**src/rtl/uart_irq_pkg.sv**
```systemverilog
package uart_irq_pkg;
  localparam int unsigned IIR_W   = 6;
  localparam int unsigned NSRC    = 7;
  localparam int unsigned NSTICKY = 5;

  // source rank, index 0 most urgent
  localparam int unsigned S_LS  = 0;
  localparam int unsigned S_TO  = 1;
  localparam int unsigned S_RXD = 2;
  localparam int unsigned S_THR = 3;
  localparam int unsigned S_MS  = 4;
  localparam int unsigned S_XF  = 5;
  localparam int unsigned S_FC  = 6;

  // sticky slots
  localparam int unsigned K_TO  = 0;
  localparam int unsigned K_THR = 1;
  localparam int unsigned K_XOF = 2;
  localparam int unsigned K_SPC = 3;
  localparam int unsigned K_FC  = 4;

  localparam logic [IIR_W-1:0] IIR_NONE = 6'b000001;
  localparam logic [IIR_W-1:0] IIR_LS   = 6'b000110;
  localparam logic [IIR_W-1:0] IIR_TO   = 6'b001100;
  localparam logic [IIR_W-1:0] IIR_RXD  = 6'b000100;
  localparam logic [IIR_W-1:0] IIR_THR  = 6'b000010;
  localparam logic [IIR_W-1:0] IIR_MS   = 6'b000000;
  localparam logic [IIR_W-1:0] IIR_XF   = 6'b010000;
  localparam logic [IIR_W-1:0] IIR_FC   = 6'b100000;

  function automatic logic [IIR_W-1:0] src_code(int unsigned idx);
    case (idx)
      S_LS:    return IIR_LS;
      S_TO:    return IIR_TO;
      S_RXD:   return IIR_RXD;
      S_THR:   return IIR_THR;
      S_MS:    return IIR_MS;
      S_XF:    return IIR_XF;
      default: return IIR_FC;
    endcase
  endfunction
endpackage

```
**src/rtl/uart_irq_sticky.sv**
```systemverilog
module uart_irq_sticky (
  input  logic clk_i,
  input  logic rst_ni,
  input  logic set_i,
  input  logic clr_i,
  output logic q_o
);
  logic q_q;

  always_ff @(posedge clk_i or negedge rst_ni) begin
    if (!rst_ni)     q_q <= 1'b0;
    else if (set_i)  q_q <= 1'b1;   // set wins over clear
    else if (clr_i)  q_q <= 1'b0;
  end

  assign q_o = q_q;

  a_r12_set_wins: assert property (@(posedge clk_i) disable iff (!rst_ni)
    set_i |=> q_o);
  a_r12_clear_alone: assert property (@(posedge clk_i) disable iff (!rst_ni)
    (clr_i && !set_i) |=> !q_o);
endmodule

```
**src/rtl/uart_irq_prio.sv**
```systemverilog
module uart_irq_prio #(
  parameter int unsigned N = 7,
  parameter int unsigned W = 6,
  parameter logic [W-1:0] IDLE = '0
) (
  input  logic [N-1:0]        req_i,
  input  logic [N-1:0][W-1:0] code_tab_i,
  output logic [W-1:0]        code_o
);
  logic [N-1:0] above;
  logic [N-1:0] grant;

  assign above[0] = 1'b0;
  assign grant[0] = req_i[0];
  for (genvar i = 1; i < N; i++) begin : g_chain
    assign above[i] = above[i-1] | req_i[i-1];
    assign grant[i] = req_i[i] & ~above[i];
  end

  always_comb begin
    code_o = (|req_i) ? '0 : IDLE;
    for (int i = 0; i < N; i++)
      if (grant[i]) code_o = code_o | code_tab_i[i];
  end
endmodule

```
**src/rtl/uart_irq_ident.sv**
```systemverilog
module uart_irq_ident
  import uart_irq_pkg::*;
#(
  parameter int unsigned IER_W = 8,
  parameter int unsigned MSR_W = 4
) (
  input  logic             clk_i,
  input  logic             rst_ni,
  input  logic [IER_W-1:0] ier_i,
  input  logic             out_gate_i,
  input  logic             rx_err_any_i,
  input  logic             rx_timeout_i,
  input  logic             rx_at_trig_i,
  input  logic             tx_below_trig_i,
  input  logic [MSR_W-1:0] msr_delta_i,
  input  logic             xoff_det_i,
  input  logic             xon_det_i,
  input  logic             special_det_i,
  input  logic             flow_chg_i,
  input  logic             rd_iir_i,
  input  logic             rd_rhr_i,
  input  logic             wr_thr_i,
  output logic [IIR_W-1:0] iir_o,
  output logic             int_o
);
  logic                  tx_lvl_q, rd_q;
  logic [IIR_W-1:0]      hold_q, code_now;
  logic                  rd_start;
  logic [NSTICKY-1:0]    st_set, st_clr, st_q;
  logic [NSRC-1:0]       raw, en, req;
  logic [NSRC-1:0][IIR_W-1:0] code_tab;
  logic                  unused_ier;

  assign unused_ier = ^ier_i;
  assign rd_start   = rd_iir_i & ~rd_q;

  always_comb begin
    st_set        = '0;
    st_clr        = '0;
    st_set[K_TO]  = rx_timeout_i;
    st_clr[K_TO]  = rd_rhr_i;
    st_set[K_THR] = tx_below_trig_i & ~tx_lvl_q;
    st_clr[K_THR] = wr_thr_i | (rd_start && hold_q == IIR_THR);
    st_set[K_XOF] = xoff_det_i;
    st_clr[K_XOF] = xon_det_i;
    st_set[K_SPC] = special_det_i;
    st_clr[K_SPC] = rd_start && hold_q == IIR_XF;
    st_set[K_FC]  = flow_chg_i;
    st_clr[K_FC]  = rd_start && hold_q == IIR_FC;
  end

  for (genvar k = 0; k < NSTICKY; k++) begin : g_sticky
    uart_irq_sticky u_sticky (
      .clk_i  (clk_i),
      .rst_ni (rst_ni),
      .set_i  (st_set[k]),
      .clr_i  (st_clr[k]),
      .q_o    (st_q[k])
    );
  end

  always_comb begin
    raw[S_LS]  = rx_err_any_i;
    raw[S_TO]  = st_q[K_TO];
    raw[S_RXD] = rx_at_trig_i;
    raw[S_THR] = st_q[K_THR];
    raw[S_MS]  = |msr_delta_i;
    raw[S_XF]  = st_q[K_XOF] | st_q[K_SPC];
    raw[S_FC]  = st_q[K_FC];
    en[S_LS]   = ier_i[2];
    en[S_TO]   = ier_i[0];
    en[S_RXD]  = ier_i[0];
    en[S_THR]  = ier_i[1];
    en[S_MS]   = ier_i[3];
    en[S_XF]   = ier_i[5];
    en[S_FC]   = ier_i[6] | ier_i[7];
  end

  assign req = raw & en;

  for (genvar s = 0; s < NSRC; s++) begin : g_tab
    assign code_tab[s] = src_code(s);
  end

  uart_irq_prio #(.N(NSRC), .W(IIR_W), .IDLE(IIR_NONE)) u_prio (
    .req_i      (req),
    .code_tab_i (code_tab),
    .code_o     (code_now)
  );

  always_ff @(posedge clk_i or negedge rst_ni) begin
    if (!rst_ni) begin
      tx_lvl_q <= 1'b0;
      rd_q     <= 1'b0;
      hold_q   <= IIR_NONE;
    end else begin
      tx_lvl_q <= tx_below_trig_i;
      rd_q     <= rd_iir_i;
      if (!rd_iir_i) hold_q <= code_now;
    end
  end

  assign iir_o = rd_iir_i ? hold_q : code_now;
  assign int_o = out_gate_i & (|req);

  a_r10_int_has_code: assert property (@(posedge clk_i) disable iff (!rst_ni)
    (int_o && !rd_iir_i) |-> !iir_o[0]);
  a_r11_frozen_read: assert property (@(posedge clk_i) disable iff (!rst_ni)
    (rd_iir_i && $past(rd_iir_i)) |-> $stable(iir_o));
  a_r3_line_status_top: assert property (@(posedge clk_i) disable iff (!rst_ni)
    (rx_err_any_i && ier_i[2] && !rd_iir_i) |-> iir_o == IIR_LS);
  a_r1_idle_no_int: assert property (@(posedge clk_i) disable iff (!rst_ni)
    (!rd_iir_i && iir_o == IIR_NONE) |-> !int_o);
endmodule

```
**config.mk**
```make
export PLATFORM = sky130hd
export DESIGN_NAME = uart_irq_ident
export DESIGN_NICKNAME = d
export VERILOG_FILES = /design/src/rtl/uart_irq_pkg.sv /design/src/rtl/uart_irq_sticky.sv /design/src/rtl/uart_irq_prio.sv /design/src/rtl/uart_irq_ident.sv
export SDC_FILE = /design/constraint.sdc
export NUM_CORES = 1
export LEC_CHECK = 0
export BUFFER_PORTS_ARGS = -buffer_cell sky130_fd_sc_hd__buf_4
export CAP_MARGIN = 10
export CORE_MARGIN = 3
export CORE_UTILIZATION = 37
export CTS_CLUSTER_SIZE = 16
export DETAILED_ROUTE_END_ITERATION = 12
export GPL_TIMING_DRIVEN = 0
export PLACE_DENSITY = 0.72
export SLEW_MARGIN = 30
export SYNTH_ARGS = -nofsm -noshare
export SYNTH_HDL_FRONTEND = slang
export SYNTH_SLANG_ARGS = --single-unit
```
**constraint.sdc**
```tcl
create_clock -name clk_i -period 1.4 [get_ports clk_i]
set_clock_uncertainty 0.1 [all_clocks]
set_input_delay 0.28 -clock clk_i [delete_from_list [all_inputs] [get_ports clk_i]]
set_output_delay 0.28 -clock clk_i [all_outputs]
set_load 0.02 [all_outputs]
```
==> results.md <==
- WP data arrival: 1.48 ns
- Max Fclk: 537 MHz
- Worst EP required: 1.02 ns
- Ant. Diodes: 0
- # port buffers: 31
- P_int: 627 uW
- DP HPWL: 1110 um
- Final ANT Viol Nets: 0
- CTS Buffer Depth: 2
- Startpoint class of the critical path: register
- Most frequent cell after synthesis: dfrtp_1
- Slew headroom: 79.7%
- Worst VDD drop: 0.000833 V
- Clock sinks: 13
- Comb power frac: 25.8%
- Post-synth EDFFs: 0
- Outcome: complete, but fails checks
- Layout area overhead: 74.6%
- Synth top cells by count: dfrtp_1, nand2_1, inv_1, o21ai_0
- Post-Syn Area per Cell: 10.5 um^2
- Period utilization: 133%
- Layout Nets: 124
- Clock period minus worst slack: 1.86 ns
- Die width: 45.8 um
- Clock Tree Root: clkbuf_4
- Remaining DRCs: 0
- Max-slew violation count: 0
- Inserted Clock Buffers: 3
- Maxcap violations: 0
- H-Tree Depth: 1
- Buf/Inv on CP: 1
- Layout cells sized above 1: 55.7%
- Fin cells: 112
- Hold path depth: 1
- Placed cell count: 102
- Switching Share: 27.6%
- Fin Hold WS: 0.0155 ns
- TritonRoute pass-1 iters: 4
- Post-synthesis cell type count: 22
- Total track usage: 16.9%
- Initial core utilization: 41.9%
- Global route overflow: 0
- Final hold viol count: 0
- Dpl ws: -0.447 ns
- Cell Area, Placed: 905 um^2
- Synth Flop Type: dfrtp_1
- Critical Path Stages: 4
- Crit-path cells: o21ai_2, nand4_4, o41ai_4, buf_4
- Core Rows: 13
- Synth top area share: 51.3%
- Clk_lat worst skew: 0.28 ns
- Max FO, Critical Path: 4
- Share of synthesized flip-flops with an asynchronous set or reset: 100%
- Setup TNS: -2.49 ns
- TritonCTS clock tree: done
- Power share of the clock group: 26.5%
- Routed WL: 1590 um
- Routed vias/inst: 5.30
- CP endpoint kind: primary output
- Wirelength per Cell: 14.2 um
- DR vias: 594
- Setup-failing EPs final: 7
- Layout fillers: 112
- Worst-Margin Slew: 0.304 ns
- YS warnings: 0
- Antenna violations before repair: 0
- Violated checks: setup timing
- First-pass GRT wire length: 2460 um
- Switch Pwr: 239 uW
- R2R depth: 5
- Setup slack after layout: -0.462 ns
- Seq cells post-synth: 13
- Initial DRC Count: 9
- Share of power burned in registers: 47.7%
- Core Area: 0.00140 mm^2
- PD cells: 847 mW/mm^2
- GPL Wtd Cong: 0.727
- Mapped Nets: 82
- Clock Pin Slew Worst Setup and Hold Paths: 0.08 ns
- Top post-synthesis cells by area: dfrtp_1, o41ai_2, nand2_1, dfstp_2, a21o_1
- Total I/O pin count: 33
- Worst hold path class: in -> reg
- Die Span Y: 45.8 um
- Synth Cell Area: 586 um^2
- Pleak: 0.000493 uW
- Vias in the first global route: 644
- Seq/Total Area, Yosys: 55.8%
- Final Cell Area: 0.00102 mm^2
- Post-Synthesis Cells: 56
- Die Area: 0.00210 mm^2
- Yosys top cell by area: dfrtp_1
- Unrepaired setup endpoints after global routing: true
- CP delay by family, top: compound AO/OA/AOI/OAI gates
- CP max-delay cell: dfrtp_1
- Worst setup path class: reg -> out
- Crit-path max cell delay: 0.39 ns
- Largest net degree at the start of global routing: 14
-- metal layers --
layer	vias to the layer above	global-route usage [%]	wire length, um
li1	283	-	-
met1	282	16.4	566
met2	27	33.1	852
met3	2	6.32	157
met4	0	3.41	13
met5	-	0	0
-- sequential cells by signal (all words and copies together), names as in the netlist --
signal	flops
hold_q	6
rd_q	1
g_sticky.u_sticky.q_o	5
tx_lvl_q	1
-- worst reg2reg max path: cells and delay by family, from the launching register on --
family | cells | cell delay (ns)
buf+inv | 2 | 0.29
compound gates | 3 | 0.42
flops | 1 | 0.39
-- through the flow --
stage / power (uW) / utilization (%)
after floorplan: 507 / -
after global placement: 606 / 64.7
after detailed placement: 609 / 64.7
after CTS: 868 / 72.5
after global routing: 913 / 73.1
final: 866 / 73.1
-- final cells by class --
type	count	area, um^2	area share [%]
plain buffers	1	5.00	0.490
clock buffers	4	26.3	2.57
inverters	5	18.8	1.84
multi-input cells	37	324	31.7
flip-flops and latches	13	327	31.9
well taps	15	18.8	1.84
repair buffers	37	303	29.6
-- power by group through the flow --
stage / logic [uW] / registers (uW) / clock network, uW
6_report: 223 / 413 / 230
5_1_grt: 241 / 417 / 256
4_1_cts: 219 / 413 / 236
3_5_place_dp: 189 / 421 / 0
3_3_place_gp: 186 / 420 / 0
2_1_floorplan: 90.3 / 417 / 0
-- repair_timing --
action / 4_1_cts / 5_1_grt
endpoints found under the hold margin: 13 / 0
buffers inserted: 4 / 2
endpoints found under the setup margin: 8 / 7
pin swaps: 5 / 3
resized for setup: 14 / 0
hold buffers: 1 / 0
-- final timing paths --
kind | from | to | slack [ns]
max | g_sticky[0].u_sticky.q_o | iir_o[5] | -0.46
max reg2reg | g_sticky[0].u_sticky.q_o | hold_q[2] | 0.10
min | tx_below_trig_i | tx_lvl_q | 0.02
min in group asynchronous | rst_ni | tx_lvl_q | 0.27
max in group asynchronous | rst_ni | hold_q[0] | 0.69
min reg2reg | g_sticky[2].u_sticky.q_o | g_sticky[2].u_sticky.q_o | 0.41
-- layout by cell type (no fill, tap or decap), drive strengths merged --
cell type,netlist,layout
a32oi,1,1
o31ai,2,2
o21a,1,1
dfstp,1,1
dfrtp,12,12
buf,0,36
o21ai,5,5
nand4,2,2
o41ai,2,2
nor2,3,3
clkbuf,1,5
and3b,1,1
nand3,1,1
nor3,1,1
a21oi,3,3
nor2b,1,1
inv,5,5
nand2,8,8
nor3b,2,2
a21o,3,3
dlygate4sd3,0,1
a32o,1,1
-- kinds of logic after synthesis --
logic type             synth area share, %
AO/OA/AOI/OAI                         23.3
buffers and inverters                 3.85
AND/OR/NAND/NOR                       17.1
flip-flops                            55.8
Power figures use the tool's default switching activity.
